$ cat src/rtl/branch_target_pkg.sv
package branch_target_pkg;

  typedef enum logic [3:0] {
    KIND_NONE           = 4'd0,
    KIND_SHORT          = 4'd1,
    KIND_PAGE           = 4'd2,
    KIND_LONG           = 4'd3,
    KIND_INDEXED        = 4'd4,
    KIND_IF_CARRY       = 4'd5,
    KIND_IF_NO_CARRY    = 4'd6,
    KIND_IF_ACC_ZERO    = 4'd7,
    KIND_IF_ACC_NONZERO = 4'd8,
    KIND_IF_BIT_SET     = 4'd9,
    KIND_IF_BIT_CLEAR   = 4'd10,
    KIND_IF_BIT_SET_CLR = 4'd11,
    KIND_IF_DIFFERS     = 4'd12,
    KIND_DEC_NONZERO    = 4'd13
  } branchKind_e;

  // Target sources, one-hot selected by the control
  localparam int SRC_FALL = 0;
  localparam int SRC_REL  = 1;
  localparam int SRC_PAGE = 2;
  localparam int SRC_LONG = 3;
  localparam int SRC_IDX  = 4;
  localparam int NUM_SRC  = 5;

  typedef struct packed {
    logic               capture;
    logic               taken;
    logic               clearBit;
    logic [NUM_SRC-1:0] srcSel;
  } ctrlStrobes_t;

endpackage

$ cat src/rtl/btg_control.sv
module btg_control
  import branch_target_pkg::*;
#(
  parameter int DATA_W = 8
) (
  input  logic              inValid,
  input  logic [3:0]        branchKind,
  input  logic              carryFlag,
  input  logic [DATA_W-1:0] accValue,
  input  logic              testedBit,
  input  logic              cmpDiffers,
  input  logic [DATA_W-1:0] decValue,
  output ctrlStrobes_t      strobes
);

  branchKind_e kind;
  logic        accZero;
  logic        decZero;
  logic        taken;
  logic        clearReq;
  logic [NUM_SRC-1:0] formSel;

  assign kind    = branchKind_e'(branchKind);
  assign accZero = (accValue == '0);
  assign decZero = (decValue == '0);

  always_comb begin
    taken    = 1'b0;
    clearReq = 1'b0;
    formSel  = '0;
    formSel[SRC_REL] = 1'b1;
    case (kind)
      KIND_SHORT:          taken = 1'b1;
      KIND_PAGE: begin
        taken   = 1'b1;
        formSel = '0;
        formSel[SRC_PAGE] = 1'b1;
      end
      KIND_LONG: begin
        taken   = 1'b1;
        formSel = '0;
        formSel[SRC_LONG] = 1'b1;
      end
      KIND_INDEXED: begin
        taken   = 1'b1;
        formSel = '0;
        formSel[SRC_IDX] = 1'b1;
      end
      KIND_IF_CARRY:       taken = carryFlag;
      KIND_IF_NO_CARRY:    taken = !carryFlag;
      KIND_IF_ACC_ZERO:    taken = accZero;
      KIND_IF_ACC_NONZERO: taken = !accZero;
      KIND_IF_BIT_SET:     taken = testedBit;
      KIND_IF_BIT_CLEAR:   taken = !testedBit;
      KIND_IF_BIT_SET_CLR: begin
        taken    = testedBit;
        clearReq = testedBit;
      end
      KIND_IF_DIFFERS:     taken = cmpDiffers;
      KIND_DEC_NONZERO:    taken = !decZero;
      default:             taken = 1'b0;
    endcase
  end

  always_comb begin
    strobes.capture  = inValid;
    strobes.taken    = taken;
    strobes.clearBit = clearReq;
    if (taken) begin
      strobes.srcSel = formSel;
    end else begin
      strobes.srcSel = '0;
      strobes.srcSel[SRC_FALL] = 1'b1;
    end
  end

endmodule

$ cat src/rtl/btg_datapath.sv
module btg_datapath
  import branch_target_pkg::*;
#(
  parameter int ADDR_W    = 16,
  parameter int REL_W     = 8,
  parameter int PAGE_LO_W = 11,
  parameter int DATA_W    = 8
) (
  input  logic                 clk,
  input  logic                 rstN,
  input  ctrlStrobes_t         strobes,
  input  logic [ADDR_W-1:0]    nextPc,
  input  logic [REL_W-1:0]     relOffset,
  input  logic [PAGE_LO_W-1:0] pageOffset,
  input  logic [ADDR_W-1:0]    longTarget,
  input  logic [DATA_W-1:0]    accValue,
  input  logic [ADDR_W-1:0]    dataPtr,
  output logic                 outValid,
  output logic [ADDR_W-1:0]    outTarget,
  output logic                 outTaken,
  output logic                 outClearBit
);

  localparam int REL_EXT_W = ADDR_W - REL_W;
  localparam int PAGE_HI_W = ADDR_W - PAGE_LO_W;
  localparam int IDX_EXT_W = ADDR_W - DATA_W;

  logic [ADDR_W-1:0] candidate [NUM_SRC];
  logic [ADDR_W-1:0] masked    [NUM_SRC];
  logic [ADDR_W-1:0] picked;

  assign candidate[SRC_FALL] = nextPc;
  assign candidate[SRC_REL]  = nextPc + {{REL_EXT_W{relOffset[REL_W-1]}}, relOffset};
  assign candidate[SRC_PAGE] = {nextPc[ADDR_W-1 -: PAGE_HI_W], pageOffset};
  assign candidate[SRC_LONG] = longTarget;
  assign candidate[SRC_IDX]  = dataPtr + {{IDX_EXT_W{1'b0}}, accValue};

  // One-hot AND-OR selection of the target source
  for (genvar g = 0; g < NUM_SRC; g++) begin : gMask
    assign masked[g] = candidate[g] & {ADDR_W{strobes.srcSel[g]}};
  end

  always_comb begin
    picked = '0;
    for (int i = 0; i < NUM_SRC; i++) begin
      picked = picked | masked[i];
    end
  end

  always_ff @(posedge clk or negedge rstN) begin
    if (!rstN) begin
      outValid    <= 1'b0;
      outTarget   <= '0;
      outTaken    <= 1'b0;
      outClearBit <= 1'b0;
    end else begin
      outValid <= strobes.capture;
      if (strobes.capture) begin
        outTarget   <= picked;
        outTaken    <= strobes.taken;
        outClearBit <= strobes.clearBit;
      end
    end
  end

endmodule

$ cat src/rtl/branch_target_gen.sv
module branch_target_gen
  import branch_target_pkg::*;
#(
  parameter int ADDR_W    = 16,
  parameter int REL_W     = 8,
  parameter int PAGE_LO_W = 11,
  parameter int DATA_W    = 8
) (
  input  logic                 clk,
  input  logic                 rstN,
  input  logic                 inValid,
  input  logic [3:0]           branchKind,
  input  logic [ADDR_W-1:0]    nextPc,
  input  logic [REL_W-1:0]     relOffset,
  input  logic [PAGE_LO_W-1:0] pageOffset,
  input  logic [ADDR_W-1:0]    longTarget,
  input  logic [DATA_W-1:0]    accValue,
  input  logic [ADDR_W-1:0]    dataPtr,
  input  logic                 carryFlag,
  input  logic                 testedBit,
  input  logic                 cmpDiffers,
  input  logic [DATA_W-1:0]    decValue,
  output logic                 outValid,
  output logic [ADDR_W-1:0]    outTarget,
  output logic                 outTaken,
  output logic                 outClearBit
);

  ctrlStrobes_t strobes;

  btg_control #(.DATA_W(DATA_W)) u_control (
    .inValid    (inValid),
    .branchKind (branchKind),
    .carryFlag  (carryFlag),
    .accValue   (accValue),
    .testedBit  (testedBit),
    .cmpDiffers (cmpDiffers),
    .decValue   (decValue),
    .strobes    (strobes)
  );

  btg_datapath #(
    .ADDR_W(ADDR_W), .REL_W(REL_W), .PAGE_LO_W(PAGE_LO_W), .DATA_W(DATA_W)
  ) u_datapath (
    .clk         (clk),
    .rstN        (rstN),
    .strobes     (strobes),
    .nextPc      (nextPc),
    .relOffset   (relOffset),
    .pageOffset  (pageOffset),
    .longTarget  (longTarget),
    .accValue    (accValue),
    .dataPtr     (dataPtr),
    .outValid    (outValid),
    .outTarget   (outTarget),
    .outTaken    (outTaken),
    .outClearBit (outClearBit)
  );

endmodule

$ cat config.mk
export PLATFORM = sky130hd
export DESIGN_NAME = branch_target_gen
export DESIGN_NICKNAME = d
export VERILOG_FILES = /design/src/rtl/branch_target_pkg.sv /design/src/rtl/btg_control.sv /design/src/rtl/btg_datapath.sv /design/src/rtl/branch_target_gen.sv
export SDC_FILE = /design/constraint.sdc
export NUM_CORES = 1
export LEC_CHECK = 0
export BUFFER_PORTS_ARGS = -buffer_cell sky130_fd_sc_hd__buf_2
export CAP_MARGIN = 15
export CORE_MARGIN = 4
export CORE_UTILIZATION = 23
export DETAILED_ROUTE_END_ITERATION = 6
export PLACE_DENSITY = 0.52
export REMOVE_ABC_BUFFERS = 1
export SLEW_MARGIN = 20
export SYNTH_ARGS = -nofsm -noshare
export SYNTH_HDL_FRONTEND = slang
export SYNTH_SLANG_ARGS = --single-unit
$ cat constraint.sdc
create_clock -name clk -period 1.1 [get_ports clk]
set_input_delay 0.055 -clock clk [delete_from_list [all_inputs] [get_ports clk]]
set_output_delay 0.055 -clock clk [all_outputs]
set_load 0.05 [all_outputs]
; Yosys cells after proc, flatten, opt, wreduce, memory -nomap -nowiden
; Index checks and enable logic that the tools add are counted.
[classes]
n_eq_ne = 13
n_addsub = 2
mux = 4
n_reduce_logical = 8
n_bitwise = 9
[ops]
columns = operator, n
row1 = bitwise AND 16 bit, 5
row2 = bitwise OR 16 bit, 4
row3 = "equality test 4 bit, second input constant", 6
row4 = adder 16 bit, 1
row5 = adder 16 x 8 -> 16 bit, 1
row6 = "equality test 4 x 3 -> 1 bit, second input constant", 4
row7 = zero test 8 bit, 2
row8 = case mux 5 bit (3 select lines), 1
row9 = case mux 1 bit (9 select lines), 1
row10 = "equality test 4 x 2 -> 1 bit, second input constant", 2
row11 = 2-to-1 mux 5 bit, 1
row12 = "equality test 4 x 1 -> 1 bit, second input constant", 1
row13 = zero test 1 bit, 4
row14 = OR reduction 4 bit, 1
row15 = OR reduction 2 bit, 1
row16 = 2-to-1 mux 1 bit, 1
[totals]
reg_bits = 19
in_bits = 93

; Depth between registers and ports, before layout
[depth]
ltp_word = 9
mapped_depth = 9

; Cells and area by module
; Synthesis repeated with hierarchy kept, for this count alone.
[hier_totals]
cells_unflattened = 339
area_unflattened_um2 = 2682.6
[by_module_without_submodules]
columns = module, area_per_inst_um2, seq_area_each_um2, instances, cells_each
row1 = btg_datapath, 2389.8, 475.5, 1, 298
row2 = btg_control, 292.8, 0.0, 1, 41

; Worst setup path before layout
; OpenSTA, ideal clock, no wires.
[synth_path]
path_kind = input to register
startpoint = input accValue[0]
endpoint = register u_datapath.outTarget[10]
arrival_time_ns = 1.853
setup_slack_ns = -0.885
required_ns = 0.968
setup_time_ns = 0.132
cell_stages = 8
path_cell_list = ha_1 -> fa_1 -> a211oi_1 -> o21ai_0 -> and2_1 -> a22o_1 -> a221oi_1 -> a21oi_1
[synth_via]
elab_chain_len = 9
[synth_rtl]
columns = item, line
row1 = "start, declared", branch_target_gen.sv:17  ; input logic [DATA_W-1:0] accValue,
row2 = zero test 8 bit, btg_control.sv:24  ; assign accZero = (accValue == '0);
row3 = zero test 1 bit, btg_control.sv:52  ; KIND_IF_ACC_NONZERO: taken = !accZero;
row4 = case mux 1 bit (9 select lines), btg_control.sv:32  ; case (kind)
row5 = 2-to-1 mux 5 bit, btg_control.sv:69  ; if (taken) begin
row6 = bitwise AND 16 bit, btg_datapath.sv:40  ; assign masked[g] = candidate[g] & {ADDR_W{strobes.srcSel[g]}};
row7 = bitwise OR 16 bit (3 in series), btg_datapath.sv:46  ; picked = picked | masked[i];
row8 = bitwise OR 16 bit *, btg_datapath.sv:46
row9 = "end signal, assigned", btg_datapath.sv:59  ; outTarget <= picked;
row10 = "end, declared", btg_datapath.sv:19  ; output logic [ADDR_W-1:0] outTarget,
; Mark *: on every way between the ends. The rest lies on a longest branch, timed or not.
; A chain may end at the register's enable or synchronous reset.

; Worst setup path in the final report
[layout_path]
startpoint = input nextPc[0]
endpoint = register u_datapath.outTarget[14]
[layout_via]
elab_chain_len = 6
[layout_rtl]
columns = item, line
row1 = "start, declared", branch_target_gen.sv:13  ; input logic [ADDR_W-1:0] nextPc,
row2 = adder 16 bit, btg_datapath.sv:33  ; assign candidate[SRC_REL] = nextPc + {{REL_EXT_W{relOffset[REL_W-1]}}, relOffset};
row3 = bitwise AND 16 bit, btg_datapath.sv:40
row4 = bitwise OR 16 bit (4 in series), btg_datapath.sv:46
; Every way passes these cells.

==> impl_metrics.env <==
export IMPL_power_density_nw_per_um2=890.1
export IMPL_pwr_share_clk_pct=18.0
export IMPL_cts_buffers=3
export IMPL_synth_top_area_cell="dfrtp_1"
export IMPL_synth_cell_type_count=57
export IMPL_post_route_period_util_pct=160.8
export IMPL_cts_tree="yes"
export IMPL_timing_worst_setup_path_type="in -> reg"
export IMPL_design_area_um2=4979
export IMPL_wl_per_cell_um=16.45
export IMPL_drive_gt1_share_pct=55.76
export IMPL_drt_first_pass_iters=4
export IMPL_clk_pin_slew_ps=60
export IMPL_end_kind="flop"
export IMPL_ys_top_cells_by_area="dfrtp_1, ha_1, mux2i_1"
export IMPL_grt_max_degree=20
export IMPL_grt_setup_unrepaired="yes"
export IMPL_path_max_fanout=2
export IMPL_swShare_pct=42.66
export IMPL_vias=3574
export IMPL_max_stage_delay_ps=390
export IMPL_area_growth_synth_to_final_pct=88.40
export IMPL_drc_errors=0
export IMPL_nets=675
export IMPL_worstSkewPairLatency_ps=260
export IMPL_io_pins=112
export IMPL_synth_top_area_share_pct=17.99
export IMPL_slowest_stage="or4_1"
export IMPL_antenna_found_initial=0
export IMPL_vias_per_cell=5.135
export IMPL_synth_edf_count=0
export IMPL_place_area_um2=4055
export IMPL_seqPwrFrac_pct=19.7
export IMPL_relSlewSlack_pct=64.82
export IMPL_crit_path_start_kind="input pin"
export IMPL_portBuffers=111
export IMPL_clock_path_buffers=2
export IMPL_cts_sink_count=19
export IMPL_grt_ovfl_total=0
export IMPL_synth_async_reset_ratio_pct=100.0
export IMPL_period_needed_ps=1769
export IMPL_power_frac_comb_pct=62.3
export IMPL_synth_common_cells="a21oi_1, o21ai_0, ha_1, nand2_1, nor2_1"
export IMPL_root_buffer="clkbuf_16"
export IMPL_grt_pass1_wl_um=17880
export IMPL_maxCapViolations=0
export IMPL_grt_usage_pct=16.50
export IMPL_finalHoldViolCount=0
export IMPL_ys_ff_latch=19
export IMPL_routabilityCongestion=0.8886
export IMPL_slew_violations=0
export IMPL_cp_cell_sequence="buf_8 -> ha_4 -> inv_2 -> fa_2 -> nor2b_2 -> o31a_1 -> o221a_4 -> o31a_1 -> or4_1 -> nand3_1"
export IMPL_worst_pin_slew_ps=522.2
export IMPL_synth_area_um2=2643
export IMPL_outcome="finished with violations"
export IMPL_p_leak_nw=2.202
export IMPL_fp_row_count=38
export IMPL_grt_pass1_vias=3717
export IMPL_synth_ff_type="dfrtp_1"
export IMPL_fp_dieW_um=115.2
export IMPL_arrival_ps=1960
export IMPL_synth_most_common_cell="a21oi_1"
export IMPL_violations="negative setup slack"
export IMPL_initial_utilization_pct=23.96
export IMPL_worst_slack_ps=-669.1
export IMPL_intPower_mw=2.541
export IMPL_htreeDepth=1
export IMPL_switching_power_mw=1.891
export IMPL_final_setup_viol_count=17
export IMPL_hpwl_um=8845
export IMPL_hp_class="in -> reg"
export IMPL_fin_util_pct=45.13
export IMPL_dieArea_um2=13270
export IMPL_cp_required_ps=1290
export IMPL_fin_skew_ps=0
export IMPL_fmax_ghz=0.5653
export IMPL_ant_nets=0
export IMPL_ir_drop_mv=0.5668
export IMPL_syn_avg_cell_area_um2=7.727
export IMPL_core_um2=11030
export IMPL_dieHeight_um=115.2
export IMPL_synth_cells=342
export IMPL_first_iter_violations=108
export IMPL_crit_top_cell="o31a_1"
export IMPL_yosysWarnings=0
export IMPL_diodes=0
export IMPL_dp_worst_setup_slack_ps=-1136
export IMPL_finalWirelength_um=11450
export IMPL_synth_seq_area_share_pct=17.99
==> worst paths after layout <==
kind                                               start                        to  slack (ps)  depth (start not counted)
worst max-delay path                           nextPc[0]  u_datapath.outTarget[14]        -670                         10
max in group asynchronous                           rstN   u_datapath.outTarget[1]         450                          2
worst min-delay path                           nextPc[0]   u_datapath.outTarget[0]          40                          3
min in group asynchronous                           rstN    u_datapath.outClearBit         300                          2
worst max register to register  u_datapath.outTarget[14]  u_datapath.outTarget[14]         -80                          4
worst min register to register   u_datapath.outTarget[6]   u_datapath.outTarget[6]         490                          1
==> stage by stage <==
step | hold WS, ps | total power [mW] | TNS [ps] | std cells
after floorplan | -240.6 | 2.120 | -10540 | 329
after global placement | 45.83 | 3.096 | -15270 | 678
after detailed placement | 55.39 | 3.110 | -15590 | 678
after CTS | 41.48 | 4.272 | -6914 | 692
after global routing | 56.77 | 4.709 | -8120 | 696
final | 42.77 | 4.431 | -6766 | 696
==> logic make-up after synthesis <==
group                    after synthesis  synth area share [%]
AO/OA/AOI/OAI                        140                 34.38
AND/OR/NAND/NOR                      104                 20.03
adder cells (fa/ha/maj)               25                 12.41
buffers and inverters                 22                 3.788
flip-flops                            19                 17.99
multiplexers                          17                 6.439
XOR/XNOR                              15                 4.971
==> layout by cell type, fill, tap and decap left out, types with 15 or more instances in the layout <==
master	synthesis	final
a21oi_2	0	15
a31oi_1	16	15
o21ai_0	31	19
buf_2	2	99
nand2_1	23	19
nor2_1	23	23
mux2i_1	17	17
buf_6	2	18
dfrtp_1	19	19
buf_4	0	98
a21oi_1	33	17
==> area by class of cell <==
class                      instances  area (um^2)
fill                            1096         6052
multi-input combinational        301         2656
timing repair buffer             223         1559
sequential                        19        475.5
tap                              140        175.2
clock buffer                       4        78.83
inverter                           9        33.78
==> worst max-delay path: cells and delay by family <==
| family | cells | cell delay, ps |
|---|---|---|
| simple gates | 3 | 520 |
| fa+ha+maj | 2 | 350 |
| compound gates | 3 | 880 |
| buf+inv | 2 | 150 |
==> sequential cells by signal, indices dropped and copies added (netlist names) <==
signal,flops
u_datapath.outValid,1
u_datapath.outTarget,16
u_datapath.outClearBit,1
u_datapath.outTaken,1
==> repair_timing <==
item	CTS	global route
endpoints found under the setup margin	17	17
buffers inserted	9	6
hold buffers	1	0
resized for setup	111	42
gates cloned	0	0
pin swaps	52	47
endpoints found under the hold margin	19	0
==> power by group through the flow <==
stage,clock network [mW],registers [mW],logic (mW)
after detailed placement,0,0.883,2.23
after floorplan,0,1.27,0.851
after CTS,0.823,0.871,2.58
after global placement,0,0.885,2.21
after global routing,0.844,0.888,2.98
final,0.798,0.873,2.76
==> per-layer routing <==
metal  global-route usage (%)  share of wire (%)  wire [um]  up-vias
li1                         -                  -          -     1764
met1                    21.36                 43       4976     1676
met2                    29.05                 48       5528      118
met3                    2.421                6.1        700       16
met4                    3.521                2.1        243        0
met5                        0                  0          0        -
Note: power is estimated with default switching activity, not from simulation.
